==> src/rtl/aru_pkg.sv <==
package aru_pkg;

    typedef enum logic [2:0] {
        PM_HOLD  = 3'd0,
        PM_UNIT  = 3'd1,
        PM_INDEX = 3'd2,
        PM_CIRC  = 3'd3,
        PM_BREV  = 3'd4
    } postmod_e;

    typedef struct packed {
        logic     en;
        postmod_e rule;
        logic     sub;
    } mod_req_t;

    function automatic postmod_e decode_rule(input logic [2:0] code);
        postmod_e r;
        case (code)
            3'd1:    r = PM_UNIT;
            3'd2:    r = PM_INDEX;
            3'd3:    r = PM_CIRC;
            3'd4:    r = PM_BREV;
            default: r = PM_HOLD;
        endcase
        return r;
    endfunction

endpackage

==> src/rtl/aru_regfile.sv <==
module aru_regfile #(
    parameter int W = 16,
    parameter int N = 8,
    localparam int SW = $clog2(N)
) (
    input  logic          clk,
    input  logic          rst,
    input  logic [SW-1:0] rd_sel,
    output logic [W-1:0]  rd_data,
    output logic [W-1:0]  idx_data,
    input  logic          upd_en,
    input  logic [SW-1:0] upd_sel,
    input  logic [W-1:0]  upd_data,
    input  logic          ld_en,
    input  logic [SW-1:0] ld_sel,
    input  logic [W-1:0]  ld_data
);
    logic [W-1:0] regs [N];

    for (genvar i = 0; i < N; i++) begin : g_reg
        always_ff @(posedge clk) begin
            if (rst)
                regs[i] <= '0;
            else if (ld_en && ld_sel == SW'(i))
                regs[i] <= ld_data;
            else if (upd_en && upd_sel == SW'(i))
                regs[i] <= upd_data;
        end
    end

    assign rd_data  = regs[rd_sel];
    assign idx_data = regs[0];
endmodule

==> src/rtl/aru_brev_adder.sv <==
module aru_brev_adder #(
    parameter int W = 16
) (
    input  logic [W-1:0] a,
    input  logic [W-1:0] b,
    input  logic         sub,
    output logic [W-1:0] y
);
    logic [W-1:0] a_m, b_m, s_m;

    for (genvar i = 0; i < W; i++) begin : g_mirror
        assign a_m[i] = a[W-1-i];
        assign b_m[i] = b[W-1-i];
        assign y[i]   = s_m[W-1-i];
    end

    assign s_m = sub ? (a_m - b_m) : (a_m + b_m);
endmodule

==> src/rtl/aru_modify.sv <==
module aru_modify
    import aru_pkg::*;
#(
    parameter int W = 16
) (
    input  logic [W-1:0] cur,
    input  logic [W-1:0] idx,
    input  logic [W-1:0] base,
    input  logic [W-1:0] len,
    input  mod_req_t     req,
    output logic [W-1:0] nxt
);
    logic [W-1:0] brev_res;
    logic [W:0]   ext_sum, ext_dif, ext_end;
    logic [W-1:0] circ_res, unit_res, idx_res;

    aru_brev_adder #(.W(W)) u_brev (
        .a   (cur),
        .b   (idx),
        .sub (req.sub),
        .y   (brev_res)
    );

    always_comb begin
        ext_sum  = {1'b0, cur} + {1'b0, idx};
        ext_dif  = {1'b0, cur} - {1'b0, idx};
        ext_end  = {1'b0, base} + {1'b0, len};
        unit_res = req.sub ? cur - W'(1) : cur + W'(1);
        idx_res  = req.sub ? ext_dif[W-1:0] : ext_sum[W-1:0];
        if (!req.sub) begin
            if (ext_sum >= ext_end)
                circ_res = ext_sum[W-1:0] - len;
            else
                circ_res = ext_sum[W-1:0];
        end else begin
            if (ext_dif[W] || (ext_dif[W-1:0] < base))
                circ_res = ext_dif[W-1:0] + len;
            else
                circ_res = ext_dif[W-1:0];
        end
        case (req.rule)
            PM_UNIT:  nxt = unit_res;
            PM_INDEX: nxt = idx_res;
            PM_CIRC:  nxt = circ_res;
            PM_BREV:  nxt = brev_res;
            default:  nxt = cur;
        endcase
    end
endmodule

==> src/rtl/aux_addr_unit.sv <==
module aux_addr_unit
    import aru_pkg::*;
#(
    parameter int ADDR_W = 16,
    parameter int NREGS  = 8,
    localparam int SW = $clog2(NREGS)
) (
    input  logic              clk,
    input  logic              rst,
    input  logic              access_en,
    input  logic [SW-1:0]     sel,
    input  logic [2:0]        mode,
    input  logic              sub,
    input  logic              ld_en,
    input  logic [SW-1:0]     ld_sel,
    input  logic [ADDR_W-1:0] ld_value,
    input  logic [ADDR_W-1:0] circ_base,
    input  logic [ADDR_W-1:0] circ_len,
    output logic [ADDR_W-1:0] addr_out,
    output logic [ADDR_W-1:0] next_value
);
    mod_req_t          req;
    logic [ADDR_W-1:0] idx_val;

    assign req.en   = access_en;
    assign req.rule = decode_rule(mode);
    assign req.sub  = sub;

    aru_regfile #(.W(ADDR_W), .N(NREGS)) u_rf (
        .clk      (clk),
        .rst      (rst),
        .rd_sel   (sel),
        .rd_data  (addr_out),
        .idx_data (idx_val),
        .upd_en   (req.en),
        .upd_sel  (sel),
        .upd_data (next_value),
        .ld_en    (ld_en),
        .ld_sel   (ld_sel),
        .ld_data  (ld_value)
    );

    aru_modify #(.W(ADDR_W)) u_mod (
        .cur  (addr_out),
        .idx  (idx_val),
        .base (circ_base),
        .len  (circ_len),
        .req  (req),
        .nxt  (next_value)
    );
endmodule

==> config.mk <==
export PLATFORM = sky130hd
export DESIGN_NAME = aux_addr_unit
export DESIGN_NICKNAME = d
export VERILOG_FILES = /design/src/rtl/aru_pkg.sv /design/src/rtl/aru_regfile.sv /design/src/rtl/aru_brev_adder.sv /design/src/rtl/aru_modify.sv /design/src/rtl/aux_addr_unit.sv
export SDC_FILE = /design/constraint.sdc
export NUM_CORES = 1
export LEC_CHECK = 0
export ABC_AREA = 1
export BUFFER_PORTS_ARGS = -buffer_cell sky130_fd_sc_hd__clkbuf_2
export CAP_MARGIN = 20
export CORE_ASPECT_RATIO = 1.25
export CORE_MARGIN = 2
export CORE_UTILIZATION = 43
export DETAILED_ROUTE_END_ITERATION = 8
export PLACE_DENSITY_LB_ADDON = 0.12
export REMOVE_ABC_BUFFERS = 1
export SLEW_MARGIN = 10
export SYNTH_ARGS = -nofsm -noshare
export SYNTH_HDL_FRONTEND = slang
export SYNTH_SLANG_ARGS = --single-unit
==> constraint.sdc <==
create_clock -name clk -period 9.51 [get_ports clk]
set_input_delay 1.902 -clock clk [delete_from_list [all_inputs] [get_ports clk]]
set_output_delay 1.902 -clock clk [all_outputs]
set_load 0.02 [all_outputs]
==> metrics.txt <==
largest buffer count on any clock path 2; Yosys cell types 67; Slowest-stage cell, CP a221oi_1; crit-path max FO 18; Final Skew ~0.0056 ns; CTS Buf Count 17; Top Registers u_rf.regs x128; drt via density between 5 and 6; Worst setup SP type primary input; Synth Flop Type edfxtp_1; post-route minimum period between 9 and 10 ns; vias in the first global route about 15000; Synth Area in Compound Gates around 14%; Worst R2R Path Depth 29; yosys warns 0; post-DP HPWL about 47 mm; Tot GR Track Use 31.2%; WHS between 1 and 1.5 ns; worst setup path class primary input to output port; RSZ-0062 raised after global routing no; IO Port Bufs 93; FMAX 0.111 GHz; pins over their slew limit 0; actual slew at the worst max-slew pin around 1.1 ns; wire length of the first global-routing pass slightly below 90 mm; critical path required time 7.61 ns; outcome completed; Cells after Synth 2243; Comb pwr share between 50% and 60%; max-cap violations 0; share of cells above drive strength 1 about 12%; grt ovf 0; routed via count roughly 16000; Iter 0 DRT Violations approximately 1000; VDD IR max between 0.1 and 0.15 mV; Max-slew headroom between 20% and 30%; Fin. Hold Viols 0; total power about 2800 uW; CTS H-tree depth 4; Die W about 170 um; clock power share about a fifth; Avg Cell Area, Syn 6.78 um^2; Critical path buffers and inverters 7; fraction of the mapped netlist area in simple logic gates 34.8%; Post-Synth XOR/XNOR Area under 10%; Hold-fix buffers, CTS 0; Largest register FFs 128; Top Family by Delay on Critical Path compound AO/OA/AOI/OAI gates; number of flops mapped to enable cells by yosys about 130; most used cell, CP nand2_1; Core Region ~35000 um^2; Worst-Skew Late Latency about 0.43 ns; sequential-to-total area share from yosys stat about 25%; Top reg by flops u_rf.regs; HP Class flip-flop to flip-flop; largest family of logic cells by synthesized area simple AND/OR/NAND/NOR gates; initial cell density of the core 43.4%; mux share of post-synthesis cell area 0%; switching portion of total power between 40% and 50%; diodes inserted 0; P_sw 1330 uW; num rows 77; # fillers about 3700; Crit path depth 27; Antenna Violating Nets Remaining 0; crit path DAT around 7.1 ns; routed len/inst 20.3 um; slowest stage delay, CP 0.47 ns; clk slew on worst S/H paths roughly 0.05 ns; Post-Synth Adder-Cell Area between 10 and 15%; chip height 214 um; clk sinks 128; final worst path period share 94.8%; Synth Cell Area ~15000 um^2; CTS tree done; DRT Wirelength 57.4 mm; largest net degree at the start of global routing 33; root buf cell clkbuf_16; Setup TNS 0 ns; Area growth, synth to finish 11.1%; P_leak approximately 0.0085 uW; flops & latches, synth 128; Pint roughly 1500 uW; CP endpoint kind output port; DRC Markers 0; Die Area between 30000 and 40000 um^2; Flop pwr share 23.7%; post-synthesis async set-or-reset flop share 0%; routability congestion estimate ~1.0; initial antenna violation count 0; I/O pin total 94; power density over the cells about 170 nW/um^2; Initial DRT Pass Iterations 6; Layout Nets between 2000 and 3000; Final setup violation count 0; Hold Path Depth 6
## layer usage
metal / wire, um / track usage [%] / vias up
li1: - / - / 7647
met1: 21800 / 34.5 / 7252
met2: 29700 / 57.4 / 547
met3: 2230 / 2.60 / 168
met4: 3670 / 18.5 / 0
met5: 0 / 0 / -
## per-stage QoR
stage / utilization, % / area [um^2] / instances / worst slack, ns
floorplan: - / 14800 / 2173 / 1.33
global placement: 46.6 / 16400 / 2798 / 0.123
detailed placement: 46.6 / 16400 / 2798 / 0.201
CTS: 48.1 / 16900 / 2830 / 0.168
global route: 48.2 / 16900 / 2832 / 0.0257
finish: 48.2 / 16900 / 2832 / 0.495
## path summary, 6_finish.rpt
| check | end | slack [ns] | start |
|---|---|---|---|
| max | next_value[6] | 0.49 | sel[0] |
| min | u_rf.regs[6][14] | 1.01 | u_rf.regs[2][14] |
| max reg2reg | u_rf.regs[0][9] | 3.92 | u_rf.regs[0][0] |
| min reg2reg | u_rf.regs[6][14] | 1.01 | u_rf.regs[2][14] |
## cell families after synthesis
kind of cell    count (synthesis)
simple gates                 1195
xor+xnor                       64
flops                         128
compound gates                360
fa+ha+maj                     149
buf+inv                       347
## placed cells by master, fill, tap and decap left out, types with 7 or more instances in the layout
| cell type | Yosys | final |
|---|---|---|
| nand2_1 | 706 | 705 |
| xor2_1 | 43 | 43 |
| o21ai_1 | 49 | 50 |
| clkinv_1 | 0 | 10 |
| a21o_1 | 10 | 10 |
| nand4_1 | 12 | 12 |
| fa_1 | 7 | 7 |
| a21oi_1 | 134 | 133 |
| o21ai_0 | 60 | 59 |
| o211ai_1 | 7 | 7 |
| ha_1 | 142 | 141 |
| edfxtp_1 | 128 | 128 |
| clkbuf_2 | 1 | 93 |
| buf_4 | 4 | 60 |
| nand3_2 | 26 | 26 |
| nand2_2 | 16 | 17 |
| o21bai_1 | 13 | 13 |
| clkbuf_16 | 0 | 17 |
| inv_2 | 13 | 12 |
| xnor2_1 | 19 | 19 |
| a22oi_1 | 42 | 42 |
| nor2_1 | 155 | 155 |
| nand3_1 | 208 | 208 |
| and2_1 | 8 | 8 |
| inv_1 | 262 | 261 |
| nor3_1 | 18 | 14 |
## power groups by stage
stage	clock (uW)	combinational [uW]	sequential (uW)
floorplan	0	1040	678
global placement	0	1550	685
detailed placement	0	1550	685
CTS	580	1560	674
global route	602	1750	677
finish	581	1590	674
## final cells by class
class / instances / area [um^2] / area share, %
Clock inverter: 13 / 77.6 / 0.459
Sequential cell: 128 / 3840 / 22.7
Tap cell: 474 / 593 / 3.51
Clock buffer: 19 / 433 / 2.56
Timing Repair Buffer: 153 / 916 / 5.42
Inverter: 277 / 1050 / 6.21
Multi-Input combinational cell: 1768 / 9990 / 59.1
## cell usage after synthesis, drive strengths merged, types with 7 or more instances
cell	number	area, um^2
o21ai	111	563
xnor2	19	166
ha	142	1780
clkbuf	16	61.3
a21boi	9	67.6
nor2	165	664
edfxtp	128	3840
or2	13	81.3
xor2	45	409
a21o	10	75.1
inv	277	1040
nor3	19	106
buf	54	302
a22oi	44	340
nand2	727	2820
o211ai	7	52.6
o21bai	14	109
nand3	237	1350
nand4	15	130
and2	8	50.1
a21oi	137	697
fa	7	140
## what timing repair did
item | CTS | global route
resized for setup | 0 | 11
buffers inserted | 0 | 2
endpoints found under the setup margin | 0 | 16
## worst register-to-register path, delay by kind of cell (launching register included)
| kind | cells | cell delay [ns] |
|---|---|---|
| AOI/OAI and AO/OA | 4 | 0.50 |
| adders and majority gates | 3 | 1.08 |
| DFF | 1 | 0.53 |
| buffers and inverters | 5 | 0.87 |
| and+or+nand+nor | 17 | 2.34 |
Power figures use the tool's default switching activity.
